<file path="config.mk">
export PLATFORM = sky130hd
export DESIGN_NAME = drvFaultSup
export DESIGN_NICKNAME = d
export VERILOG_FILES = /design/src/rtl/drvFaultPkg.sv /design/src/rtl/drvFaultQual.sv /design/src/rtl/drvFaultPath.sv /design/src/rtl/drvFaultCtrl.sv /design/src/rtl/drvFaultSup.sv
export SDC_FILE = /design/constraint.sdc
export NUM_CORES = 1
export LEC_CHECK = 0
export ABC_AREA = 1
export BUFFER_PORTS_ARGS = -buffer_cell sky130_fd_sc_hd__buf_2
export CAP_MARGIN = 30
export CORE_MARGIN = 3
export CORE_UTILIZATION = 55
export DETAILED_ROUTE_END_ITERATION = 7
export PLACE_DENSITY = 0.75
export RECOVER_POWER = 100
export SETUP_SLACK_MARGIN = 0.2
export SLEW_MARGIN = 0
export SYNTH_ARGS = -nofsm -noshare
export SYNTH_HDL_FRONTEND = slang
export SYNTH_SLANG_ARGS = --single-unit
</file>
<file path="constraint.sdc">
create_clock -name clk -period 1.85 [get_ports clk]
set_input_delay 0.4625 -clock clk [delete_from_list [all_inputs] [get_ports clk]]
set_output_delay 0.4625 -clock clk [all_outputs]
set_load 0.02 [all_outputs]
</file>
<file path="src/rtl/drvFaultPkg.sv">
package drvFaultPkg;

  // Per-stage drive code; DRV_BAD is never driven out
  typedef enum logic [1:0] {
    DRV_OFF  = 2'b00,
    DRV_HIGH = 2'b01,
    DRV_LOW  = 2'b10,
    DRV_BAD  = 2'b11
  } drive_e;

  // Strobes from control to datapath
  typedef struct packed {
    logic killAll;  // force every stage off at this edge
    logic clrCnt;   // hold all delay counters at zero
  } strobe_t;

endpackage

</file>
<file path="src/rtl/drvFaultQual.sv">
module drvFaultQual #(
  parameter int CNT_W = 8
) (
  input  logic             clk,
  input  logic             rstN,
  input  logic             clr,
  input  logic             cond,
  input  logic [CNT_W-1:0] limit,
  output logic             qual
);

  logic [CNT_W-1:0] cnt;

  // Counts consecutive sampled cycles of cond, saturating at limit
  always_ff @(posedge clk or negedge rstN) begin
    if (!rstN)                 cnt <= '0;
    else if (clr || !cond)     cnt <= '0;
    else if (cnt < limit)      cnt <= cnt + 1'b1;
  end

  assign qual = cond && !clr && (cnt >= limit);

  // a dropped condition restarts the count
  a_r5_restart: assert property (@(posedge clk) disable iff (!rstN)
    !cond |=> (cnt == '0));

endmodule

</file>
<file path="src/rtl/drvFaultPath.sv">
module drvFaultPath
  import drvFaultPkg::*;
#(
  parameter int NUM_OUT = 4,
  parameter int CNT_W   = 8
) (
  input  logic                   clk,
  input  logic                   rstN,
  input  strobe_t                strb,
  input  logic [NUM_OUT-1:0]     ocKill,
  input  logic [2*NUM_OUT-1:0]   reqDrive,
  input  logic                   uvIn,
  input  logic [NUM_OUT-1:0]     openLoadIn,
  input  logic [NUM_OUT-1:0]     overCurIn,
  input  logic [CNT_W-1:0]       uvDelay,
  input  logic [CNT_W-1:0]       olDelay,
  input  logic [CNT_W-1:0]       scDelay,
  output logic                   uvQual,
  output logic [NUM_OUT-1:0]     olQual,
  output logic [NUM_OUT-1:0]     ocQual,
  output logic [2*NUM_OUT-1:0]   driveOut,
  output logic [NUM_OUT-1:0]     statusOut
);

  localparam int DRV_W = 2;

  drvFaultQual #(.CNT_W(CNT_W)) uvQ (
    .clk(clk), .rstN(rstN), .clr(strb.clrCnt),
    .cond(uvIn), .limit(uvDelay), .qual(uvQual)
  );

  for (genvar i = 0; i < NUM_OUT; i++) begin : g_stage
    drive_e driveReg;
    drive_e reqI;
    logic   isOn;

    assign reqI = drive_e'(reqDrive[DRV_W*i +: DRV_W]);
    assign isOn = (driveReg != DRV_OFF);

    // Current faults only count while the stage conducts
    drvFaultQual #(.CNT_W(CNT_W)) olQ (
      .clk(clk), .rstN(rstN), .clr(strb.clrCnt),
      .cond(openLoadIn[i] && isOn), .limit(olDelay), .qual(olQual[i])
    );

    drvFaultQual #(.CNT_W(CNT_W)) ocQ (
      .clk(clk), .rstN(rstN), .clr(strb.clrCnt),
      .cond(overCurIn[i] && isOn), .limit(scDelay), .qual(ocQual[i])
    );

    always_ff @(posedge clk or negedge rstN) begin
      if (!rstN)
        driveReg <= DRV_OFF;
      else if (strb.killAll || ocKill[i] || reqI == DRV_BAD)
        driveReg <= DRV_OFF;
      else
        driveReg <= reqI;
    end

    assign driveOut[DRV_W*i +: DRV_W] = driveReg;
    assign statusOut[i] = isOn;

    // both switches of a stage are never on together
    a_r1_no_both_sides: assert property (@(posedge clk) disable iff (!rstN)
      driveReg != DRV_BAD);

    // an overcurrent kill turns this stage off
    a_r9_oc_kill_off: assert property (@(posedge clk) disable iff (!rstN)
      ocKill[i] |=> (driveReg == DRV_OFF));
  end

  // a global kill leaves every stage off
  a_r8_kill_all_off: assert property (@(posedge clk) disable iff (!rstN)
    strb.killAll |=> (driveOut == '0));

endmodule

</file>
<file path="src/rtl/drvFaultCtrl.sv">
module drvFaultCtrl
  import drvFaultPkg::*;
#(
  parameter int NUM_OUT    = 4,
  parameter int POR_CYCLES = 3
) (
  input  logic               clk,
  input  logic               rstN,
  input  logic               inhibit,
  input  logic               srrPulse,
  input  logic               ocsEn,
  input  logic [NUM_OUT-1:0] thermWarnIn,
  input  logic [NUM_OUT-1:0] thermShutIn,
  input  logic               uvQual,
  input  logic [NUM_OUT-1:0] olQual,
  input  logic [NUM_OUT-1:0] ocQual,
  output strobe_t            strb,
  output logic [NUM_OUT-1:0] ocKill,
  output logic               psfFlag,
  output logic               oplFlag,
  output logic               scdFlag,
  output logic               tpFlag
);

  localparam int POR_W = $clog2(POR_CYCLES + 1);

  logic [POR_W-1:0]   porCnt;
  logic               porBusy;
  logic               tsdLatch, tsdNext;
  logic [NUM_OUT-1:0] ocLatch, ocLatchNext;
  logic               psfNext, oplNext, scdNext, tpNext;
  logic               anyShut;

  assign porBusy = inhibit || (porCnt != '0);
  assign anyShut = |thermShutIn;

  // Inhibit loads the power-on hold, which runs out after release
  always_ff @(posedge clk or negedge rstN) begin
    if (!rstN)               porCnt <= '0;
    else if (inhibit)        porCnt <= POR_W'(POR_CYCLES);
    else if (porCnt != '0)   porCnt <= porCnt - 1'b1;
  end

  always_comb begin
    if (porBusy) begin
      tsdNext     = 1'b0;
      ocLatchNext = '0;
      psfNext     = 1'b0;
      oplNext     = 1'b0;
      scdNext     = 1'b0;
      tpNext      = 1'b0;
    end else begin
      // A reset request loses to a fault recognised in the same cycle
      tsdNext     = anyShut || (tsdLatch && !srrPulse);
      ocLatchNext = (ocsEn ? ocQual : '0) | (srrPulse ? '0 : ocLatch);
      psfNext     = uvQual || (psfFlag && !srrPulse);
      oplNext     = (|olQual) || (oplFlag && !srrPulse);
      scdNext     = (|ocQual) || (scdFlag && !srrPulse);
      tpNext      = |thermWarnIn;
    end
  end

  always_ff @(posedge clk or negedge rstN) begin
    if (!rstN) begin
      tsdLatch <= 1'b0;
      ocLatch  <= '0;
      psfFlag  <= 1'b0;
      oplFlag  <= 1'b0;
      scdFlag  <= 1'b0;
      tpFlag   <= 1'b0;
    end else begin
      tsdLatch <= tsdNext;
      ocLatch  <= ocLatchNext;
      psfFlag  <= psfNext;
      oplFlag  <= oplNext;
      scdFlag  <= scdNext;
      tpFlag   <= tpNext;
    end
  end

  assign strb.killAll = porBusy || uvQual || tsdNext;
  assign strb.clrCnt  = porBusy;
  assign ocKill       = ocLatchNext;

  // the supply-fail flag holds without a reset request
  a_r4_psf_sticky: assert property (@(posedge clk) disable iff (!rstN)
    psfFlag && !srrPulse && !inhibit |=> psfFlag);

  // prewarning tracks the comparators of the previous cycle
  a_r7_tp_follows: assert property (@(posedge clk) disable iff (!rstN)
    !porBusy |=> (tpFlag == $past(|thermWarnIn)));

  // thermal shutdown holds until a reset request
  a_r8_tsd_hold: assert property (@(posedge clk) disable iff (!rstN)
    tsdLatch && !srrPulse && !inhibit |=> tsdLatch);

  // no overcurrent latch sets while shutdown is disabled
  a_r10_no_oc_latch: assert property (@(posedge clk) disable iff (!rstN)
    !ocsEn |=> ((ocLatch & ~$past(ocLatch)) == '0));

  // inhibit clears every flag
  a_r12_inhibit_clears: assert property (@(posedge clk) disable iff (!rstN)
    inhibit |=> !(psfFlag || oplFlag || scdFlag || tpFlag));

endmodule

</file>
<file path="src/rtl/drvFaultSup.sv">
module drvFaultSup
  import drvFaultPkg::*;
#(
  parameter int NUM_OUT    = 4,
  parameter int CNT_W      = 8,
  parameter int POR_CYCLES = 3
) (
  input  logic                 clk,
  input  logic                 rstN,
  input  logic                 inhibit,
  input  logic                 srrPulse,
  input  logic                 ocsEn,
  input  logic [2*NUM_OUT-1:0] reqDrive,
  input  logic                 uvIn,
  input  logic [NUM_OUT-1:0]   openLoadIn,
  input  logic [NUM_OUT-1:0]   overCurIn,
  input  logic [NUM_OUT-1:0]   thermWarnIn,
  input  logic [NUM_OUT-1:0]   thermShutIn,
  input  logic [CNT_W-1:0]     uvDelay,
  input  logic [CNT_W-1:0]     olDelay,
  input  logic [CNT_W-1:0]     scDelay,
  output logic [2*NUM_OUT-1:0] driveOut,
  output logic [NUM_OUT-1:0]   statusOut,
  output logic                 psfFlag,
  output logic                 oplFlag,
  output logic                 scdFlag,
  output logic                 tpFlag
);

  strobe_t            strb;
  logic [NUM_OUT-1:0] ocKill;
  logic               uvQual;
  logic [NUM_OUT-1:0] olQual;
  logic [NUM_OUT-1:0] ocQual;

  drvFaultCtrl #(.NUM_OUT(NUM_OUT), .POR_CYCLES(POR_CYCLES)) ctrl (
    .clk(clk), .rstN(rstN), .inhibit(inhibit), .srrPulse(srrPulse),
    .ocsEn(ocsEn), .thermWarnIn(thermWarnIn), .thermShutIn(thermShutIn),
    .uvQual(uvQual), .olQual(olQual), .ocQual(ocQual),
    .strb(strb), .ocKill(ocKill),
    .psfFlag(psfFlag), .oplFlag(oplFlag), .scdFlag(scdFlag), .tpFlag(tpFlag)
  );

  drvFaultPath #(.NUM_OUT(NUM_OUT), .CNT_W(CNT_W)) path (
    .clk(clk), .rstN(rstN), .strb(strb), .ocKill(ocKill),
    .reqDrive(reqDrive), .uvIn(uvIn), .openLoadIn(openLoadIn),
    .overCurIn(overCurIn), .uvDelay(uvDelay), .olDelay(olDelay),
    .scDelay(scDelay), .uvQual(uvQual), .olQual(olQual), .ocQual(ocQual),
    .driveOut(driveOut), .statusOut(statusOut)
  );

endmodule

</file>
---- Yosys cells after proc, flatten, opt, wreduce, memory -nomap -nowiden ----
Index checks and enable logic that the tools add are counted.
cells by class
  equal/unequal tests ..................... 4
  muxes and demuxes ....................... 32
  bitwise operators ....................... 1
  add/subtract/negate cells ............... 10
  reductions and logical operators ........ 84
  order comparisons ....................... 18
operators with widths
  kind                                               number
  two-way mux 8 bit                                  18
  adder 8 x 1 -> 8 bit (second input constant)       9
  greater-or-equal comparator 8 bit                  9
  < comparator 8 bit                                 9
  logical AND 1 bit                                  30
  nonzero test 2 bit                                 15
  logical OR 1 bit                                   24
  OR reduction 4 bit                                 4
  two-way mux 2 bit                                  6
  two-way mux 4 bit                                  3
  zero test 1 bit                                    11
  == test 2 bit (second input constant)              4
  two-way mux 1 bit                                  5
  bitwise OR 4 bit                                   1
  subtractor 2 x 1 -> 2 bit (second input constant)  1
storage, ports and cells
  register bits ........................... 91
  output and inout bits ................... 16
  logic and storage cells ................. 169

---- Logic depth before layout (Yosys ltp) ----
Gate-level depths: netlist of run 1.
  depth after elaboration ................. 11
  gate-level depth with buffers ........... 15
  mapped depth without buffers ............ 15

---- By module ----
From an unflattened synthesis of run 1, not the netlist that was laid out.
second synthesis, totals
  cell total of the unflattened synthesis .. 1060
  area total of the unflattened synthesis .. 7596.0 um2
by module, submodules not included
  module        seq. area each (um2)  area an instance (um2)  cells an instance  instances
  drvFaultQual  200.2                 740.7                   105                9
  drvFaultCtrl  275.3                 509.2                   63                 1
  drvFaultPath  200.2                 420.4                   52                 1

---- Least setup slack after synthesis of run 1 ----
Ideal clock, no wire load.
  kind .................................... in2reg
  from .................................... input scDelay[7]
  to ...................................... register path.g_stage[0].ocQ.cnt[6]
  arrival ................................. 1686 ps
  path buffers ............................ 0
  path slack .............................. 45 ps
  stages .................................. 9
  library setup time ...................... 119 ps
  cell sequence ........................... inv_1 -> ha_1 -> a21o_1 -> nor2_1 -> nand2_1 -> nor3_1 -> nand3_1 -> nand2_1 -> nor2_1
between the ends
  word-level cells in the longest chain between the ends .. 2
RTL lines
  what                                 line                source
  start, declared                      drvFaultSup.sv:21   input logic [CNT_W-1:0] scDelay,
  < comparator 8 bit                   drvFaultQual.sv:18  else if (cnt < limit) cnt <= cnt + 1'b1;
  nonzero test 2 bit (no source line)  n/a
  end signal, assigned                 drvFaultQual.sv:18
  end, declared                        drvFaultQual.sv:12  logic [CNT_W-1:0] cnt;
No other way between the ends.
A chain may end at the register's enable or synchronous reset.

---- Worst setup path after layout of run 1 ----
  from .................................... register ctrl.porCnt[0]
  to ...................................... register path.g_stage[3].olQ.cnt[4]
between the ends
  word-level cells in the longest chain between the ends .. 4
  elaborated cells on any way between the ends .. 5
  those cells by class .................... 1 x mux; 4 x reduce/logical
RTL lines
  what                                                     line                source
  start, declared                                          drvFaultCtrl.sv:27  logic [POR_W-1:0] porCnt;
  start signal, assigned                                   drvFaultCtrl.sv:40  else if (inhibit) porCnt <= POR_W'(POR_CYCLES);
  start signal, assigned                                   drvFaultCtrl.sv:41  else if (porCnt != '0) porCnt <= porCnt - 1'b1;
  nonzero test 2 bit (*)                                   drvFaultCtrl.sv:34  assign porBusy = inhibit || (porCnt != '0);
  logical OR 1 bit (*)                                     drvFaultCtrl.sv:34
  logical OR 1 bit (*)                                     drvFaultQual.sv:17  else if (clr || !cond) cnt <= '0;
  two-way mux 8 bit or nonzero test 2 bit (tied branches)  n/a
  end signal, assigned                                     drvFaultQual.sv:18
  end, declared                                            drvFaultQual.sv:12
Mark *: on every way between the ends. The rest lies on a longest branch, timed or not.

==> impl_metrics.yaml, run 1 <==
pwr:
  ir_worst_vdd_mv: 0.587
  p_clk_frac: 0.435
  power_switching_share: 0.263
  internal_power_mw: 3.26
  combPwrFrac: 0.112
  seq_power_share: 0.453
  power.density_nw_per_um2: 477
  p_sw_mw: 1.16
  p_leak_nw: 4.56
die:
  chipWidth_um: 114
  io-pin-count: 70
  chipHeight_um: 114
  initial_utilization: 0.576
  fp.dieArea_um2: 13000
  rows: 38
  core_um2: 11100
placement:
  place_hpwl_um: 12000
  port-buffer-count: 69
  placed_area_um2: 7310
  gp_congestion: 0.894
clock_tree:
  clkSinkCount: 91
  clk-insertion-delay-late_ns: 0.36
  cts_tree: "built"
  cts_buffers: 9
  clk_pin_slew_ns: 0.07
  clockRootBuffer: "clkbuf_16"
  cts_buffer_depth: 2
  cts_max_level: 3
setup_path:
  cp.arrival_ns: 2.26
  cp_max_fo: 7
  cpMaxStageDelayCell: "dfrtp_1"
  critPathBufInv: 4
  end_kind: "register"
  start_kind: "register"
  crit_required_ns: 2.11
  path_class: "register to register"
  critPathTopFamily: "simple AND/OR/NAND/NOR gates"
  cp_cell_sequence: "inv_1 -> ha_2 -> inv_2 -> nor2_4 -> buf_12 -> nand3_4 -> buf_6 -> nor2_1 -> nor2_1 -> a21oi_1"
  critPathMaxStageDelay_ns: 0.38
  crit_top_cell: "nor2_1"
yosys:
  async_flop_share: 1.00
  syn_inst: 843
  ys.flop_type: "dfrtp_1"
  synth_area_um2: 6410
  synth_edf_count: 0
  synth_nets: 979
  synth-seq-area-share: 0.355
  synth.distinct_cells: 28
  ys_ff_latch: 91
  yosys_warnings: 0
  syn_area_per_cell_um2: 7.60
cells_and_area:
  fin_area_um2: 9280
  synthToLayoutAreaGrowth_pct: 44.9
  final_cell_mix: "127 x nand2_1, 113 x inv_1, 83 x dfrtp_1, 77 x buf_4, 66 x buf_2"
  layout_commonest_cell: "nand2_1"
  utilization: 0.834
  final_layout_size_suffix_gt1_frac: 0.391
  n_antenna_cell: 0
  nets: 1164
detailed_routing:
  num_vias: 6942
  drc: 0
  totalWireLength_um: 22100
  wl_per_cell_um: 18.9
  antenna_left: 0
  drt_iter0_drc: 613
  via_per_inst: 5.92
  firstDrtPassIters: 5
grt:
  grt_antenna_before_repair: 0
  grt_pass1_vias: 6077
  grt_pass1_wl_um: 28000
  grt_usage: 0.267
  grt_overflow_total: 0
  grt_max_degree: 42
job:
  drv_cap: 0
sta:
  slew_headroom: 0.118
  fin_skew_ns: 0.0111
  clock.fmax_mhz: 499
  period_minus_slack_ns: 2.00
  setup_viol: 16
  tightest_slew_ns: 1.32
  hold_viol: 0
  rsz0062_at_grt: "yes"
  setup_slack_ns: -0.154
  period_share: 1.08
  slew_violations: 0
run_status:
  outcome: "finished, violations left"
  violations: "negative setup slack"
hold_path:
  hold_class: "primary input to register"
==> sequential cells by signal, summed over array words and instances (netlist names) <==
name / count
path.g_stage.ocQ.cnt: 32
path.uvQ.cnt: 8
path.g_stage.olQ.cnt: 32
ctrl.psfFlag: 1
ctrl.scdFlag: 1
ctrl.ocLatch: 4
ctrl.oplFlag: 1
ctrl.tpFlag: 1
ctrl.porCnt: 2
ctrl.tsdLatch: 1
path.g_stage.driveReg: 8
==> layout make-up <==
type	instances	area, µm²
fill	559	1840
clock buffer	9	225
sequential	91	2290
clock inverter	7	77.6
timing repair buffer	178	1370
tap	140	175
multi-input combinational	614	4600
inverter	134	544
==> worst paths after layout <==
| kind | to | start | slack (ns) | depth (start not counted) |
|---|---|---|---|---|
| max | path.g_stage[3].olQ.cnt[4]$_DFFE_PN0P_ | ctrl.porCnt[0]$_DFFE_PN0N_ | -0.15 | 10 |
| min | path.g_stage[1].driveReg[1]$_DFF_PN0_ | reqDrive[3] | 0.33 | 3 |
| max reg2reg | path.g_stage[3].olQ.cnt[4]$_DFFE_PN0P_ | ctrl.porCnt[0]$_DFFE_PN0N_ | -0.15 | 10 |
| min reg2reg | path.g_stage[1].olQ.cnt[2]$_DFFE_PN0P_ | path.g_stage[1].olQ.cnt[2]$_DFFE_PN0P_ | 0.54 | 1 |
| max in group asynchronous | path.uvQ.cnt[3]$_DFFE_PN0P_ | rstN | 0.60 | 2 |
| min in group asynchronous | path.g_stage[0].olQ.cnt[5]$_DFFE_PN0P_ | rstN | 0.38 | 1 |
==> logic make-up after synthesis <==
group | after synthesis | synth area share
flip-flops | 91 | 0.355
AND/OR/NAND/NOR | 372 | 0.258
AO/OA/AOI/OAI | 151 | 0.131
XOR/XNOR | 7 | 0.00957
buffers and inverters | 140 | 0.0857
adder cells (fa/ha/maj) | 82 | 0.160
==> through the flow <==
stage | std cells | worst slack, ns | power, mW | hold WS, ns | setup TNS [ns]
2_1_floorplan | 843 | 0.171 | 2.20 | 0.167 | 0
3_3_place_gp | 1083 | -0.0891 | 2.38 | 0.377 | -1.82
3_5_place_dp | 1083 | -0.156 | 2.39 | 0.383 | -4.89
4_1_cts | 1125 | 0.101 | 4.32 | 0.00488 | 0
5_1_grt | 1173 | -0.149 | 4.54 | 0.342 | -2.07
6_report | 1173 | -0.154 | 4.42 | 0.329 | -1.25
==> cells in the mapped netlist, types with 4 or more instances <==
library cell  count  share of area
nor2_1           88          0.052
dfrtp_1          91           0.36
o21a_1           26          0.030
nand2_1         168          0.098
o21ai_0          53          0.041
ha_1             82           0.16
inv_2             5         0.0029
nand4_1           9         0.0088
inv_1           128          0.075
xor2_1            6         0.0082
buf_4             4         0.0047
nand3_1          62          0.048
nor3b_1          13          0.015
nor4_1            4         0.0039
a21o_1            4         0.0047
nor3_1           17          0.013
a21oi_1          64          0.050
==> per-layer routing <==
layer / GRT usage / wire (µm) / vias to the layer above
met5: 0 / 0 / -
met4: 0.101 / 1070 / 0
met3: 0.0477 / 1650 / 96
met2: 0.438 / 10500 / 449
met1: 0.352 / 8860 / 3231
li1: - / - / 3166
==> repair_timing <==
item | in CTS | in global routing
endpoints found under the setup margin | 63 | 87
setup buffers | 24 | 47
pin swaps | 29 | 65
gates resized for setup | 80 | 203
cloned | 2 | 1
hold buffers | 0 | 0
==> worst min-delay path, delay by kind of cell <==
family | cells | cell delay (ns)
buffers and inverters | 2 | 0.16
and+or+nand+nor | 1 | 0.04
==> power by group through the flow <==
stage	Clock (mW)	Combinational [mW]	Sequential, mW
after floorplan	0	0.159	2.05
after global placement	0	0.332	2.04
after detailed placement	0	0.349	2.04
after CTS	1.91	0.398	2.01
after global routing	2.00	0.535	2.01
final	1.92	0.494	2.01
No activity file was read; power rests on OpenSTA's default activity.
==> run 2, diff against run 1 <==
--- a/config.mk
+++ b/config.mk
@@ -17,4 +17,5 @@
 export SLEW_MARGIN = 0
 export SYNTH_ARGS = -nofsm -noshare
 export SYNTH_HDL_FRONTEND = slang
+export SYNTH_HIERARCHICAL = 1
 export SYNTH_SLANG_ARGS = --single-unit
==> run 2 against run 1 <==
The run now ends clean. Die area is 18% higher. Via count is 11% higher. Sequential cell count stayed put. First-iteration DRC count is 23% lower. Critical path depth is 4 higher. Sequential share of layout area is 2.3 points lower. Largest cell class unchanged. Largest power group is now the clock network.
==> impl_metrics.yaml, run 2 <==
setup_path:
  cp.arrival_ns: 2.08
  r2r_setup_slack_ns: 0.008
  reg2reg_to: "path/g_stage[1].driveReg[1]$_DFF_PN0_"
  start_kind: "register"
  crit_required_ns: 2.09
  r2r_start: "ctrl/porCnt[1]$_DFFE_PN0P_"
  cp_max_fo: 6
  end_kind: "register"
  path_class: "register to register"
  rr_worst_depth: 14
detailed_routing:
  firstDrtPassIters: 6
  drc: 0
  via_per_inst: 5.30
  wl_per_cell_um: 14.7
  antenna_left: 0
  totalWireLength_um: 21300
  drt_iter0_drc: 469
  num_vias: 7722
yosys:
  synth_commonest_cells: "258 x nand2_1, 186 x inv_1, 94 x nor2_1, 91 x dfrtp_1, 84 x nand3_1"
  synthTopCellsByArea: "dfrtp_1 30%, ha_1 14%, nand2_1 13%, inv_1 9.2%, nand3_1 5.5%"
  yosys_warnings: 6
  yosysTopAreaCell: "dfrtp_1"
  synth.most_common_cell: "nand2_1"
  yosysTopAreaCellShare: 0.300
  async_flop_share: 1.00
  synth_adder_area_share: 0.135
  ys.flop_type: "dfrtp_1"
  synth_top_family_by_area: "simple AND/OR/NAND/NOR gates"
  synth_nets: 1196
  synth-xor-area-share: 0.0104
  synth.distinct_cells: 24
  synth-seq-area-share: 0.300
  synth_area_um2: 7600
  synth_mux_area_frac: 0
  synth_compound_area_frac: 0.0664
  ys_ff_latch: 91
  synth-simple-area-share: 0.385
  syn_area_per_cell_um2: 7.17
  synth_edf_count: 0
  syn_inst: 1060
cells_and_area:
  n_fill_cell: 938
  layout_commonest_cell: "nand2_1"
  n_antenna_cell: 0
  utilization: 0.762
  final_cell_mix: "239 x nand2_1, 164 x inv_1, 113 x buf_4, 87 x dfrtp_1, 80 x nor2_1"
  seqCellArea_um2: 2280
  reg.largest.list: "path/g_stage.ocQ/cnt (32), path/g_stage.olQ/cnt (32)"
  final_layout_size_suffix_gt1_frac: 0.339
  multiInputGateArea_um2: 5010
  synthToLayoutAreaGrowth_pct: 34.5
  nets: 1411
  fin_area_um2: 10200
grt:
  grt_pass1_vias: 6837
  grt_max_degree: 33
  grt_overflow_total: 0
  grt_antenna_before_repair: 0
  grt_pass1_wl_um: 31700
  grt_usage: 0.260
pwr:
  power_mw: 4.58
  power.density_nw_per_um2: 448
  p_leak_nw: 5.55
  ir_worst_vdd_mv: 0.405
clock_tree:
  clk-insertion-delay-late_ns: 0.35
  clk_pin_slew_ns: 0.07
  clockRootBuffer: "clkbuf_16"
  clkSinkCount: 91
  cts_tree: "built"
  cts_buffers: 9
  cts_buffer_depth: 2
  cts_max_level: 3
sta:
  period_share: 0.996
  whs_ns: 0.197
  setup_slack_ns: 0.00820
  hold_viol: 0
  tightest_slew_ns: 0.810
  fin_skew_ns: 0.00607
  rsz0062_at_grt: "yes"
  slew_headroom: 0.460
  setup_viol: 0
  slew_violations: 0
  clock.fmax_mhz: 543
  period_minus_slack_ns: 1.84
die:
  chipHeight_um: 124
  fp.dieArea_um2: 15300
  core_um2: 13400
  initial_utilization: 0.567
  chipWidth_um: 124
  io-pin-count: 70
  rows: 42
placement:
  gp_congestion: 0.884
  placed_area_um2: 8970
  port-buffer-count: 69
  post-place-ws_ns: -0.186
  place_hpwl_um: 14400
hold_path:
  hold_class: "primary input to async pin"
job:
  drv_cap: 0
run_status:
  outcome: "finished clean"
==> run 2: cell count changes in the layout (fill, tap and decap cells not counted), sizes merged, moves of 28 or more <==
cell and change:
nor2 +40, nand4 +36, a21oi -29, nand2 +121, inv +59, nand3 +28, o21ai -33, buf +33
==> run 2: cell families (layout without fill, tap and decap cells) <==
family	Yosys count	after routing
compound gates	81	81
xor+xnor	9	9
fa+ha+maj	82	82
buf+inv	202	422
flops	91	91
simple gates	595	595
==> run 2: area by class of cell <==
cell class,count,share of cell area
clock buffers,13,0.0265
clock inverters,3,0.00674
inverters,188,0.0701
multi-input cells,767,0.491
flip-flops and latches,91,0.223
well taps,176,0.0216
repair buffers,217,0.160
repair inverters,1,0.000612
==> run 2: metrics by stage <==
stage	cells	TNS [ns]
global placement	1385	-1.20
CTS	1419	0
finish	1456	0
detailed placement	1385	-1.65
floorplan	1060	0
global route	1456	-1.53
==> run 2: worst max path at each step <==
stage	startpoint	end	slack (ns)
final	ctrl/porCnt[1]$_DFFE_PN0P_	path/g_stage[1].driveReg[1]$_DFF_PN0_	0.008
after global routing	ctrl/porCnt[1]$_DFFE_PN0P_	path/g_stage[2].driveReg[1]$_DFF_PN0_	-0.13
after CTS	ctrl/porCnt[0]$_DFFE_PN0P_	ctrl/oplFlag$_DFF_PN0_	0.05
after detailed placement	scDelay[7]	path/g_stage[1].driveReg[1]$_DFF_PN0_	-0.19
after global placement	scDelay[7]	path/g_stage[1].driveReg[1]$_DFF_PN0_	-0.14
after floorplan	ctrl/porCnt[1]$_DFFE_PN0P_	path/g_stage[1].driveReg[1]$_DFF_PN0_	0.05
==> run 2: layer usage <==
layer,global-route usage,vias up,part of all wire
met2,0.431,266,0.49
met3,0.0334,40,0.061
met4,0.0810,0,0.022
li1,-,3823,-
met1,0.355,3593,0.43
met5,0,-,0
==> run 2: repair_timing <==
action                                  4_1_cts  5_1_grt
gates cloned                                  1        3
hold buffers                                  0        0
resized for setup                            31       92
pin swaps                                    22       36
setup buffers                                17       34
endpoints found under the setup margin       35       86
==> run 2: power breakdown <==
group	internal (mW)	total [mW]	switching (mW)
logic	0.183	0.456	0.274
registers	2.00	2.01	0.00939
clock network	1.30	2.11	0.815
==> run 2: worst max-delay path, cell delays in order (launching register included) <==
cell,delay (ns)
dfrtp_1,0.40
inv_2,0.08
ha_4,0.13
inv_2,0.04
nor2_4,0.16
inv_8,0.10
nor2_4,0.16
buf_6,0.12
nand2_4,0.05
o21ai_4,0.06
nand2_2,0.07
a21oi_2,0.17
nor2_2,0.06
nand2_1,0.09
nor2_1,0.05
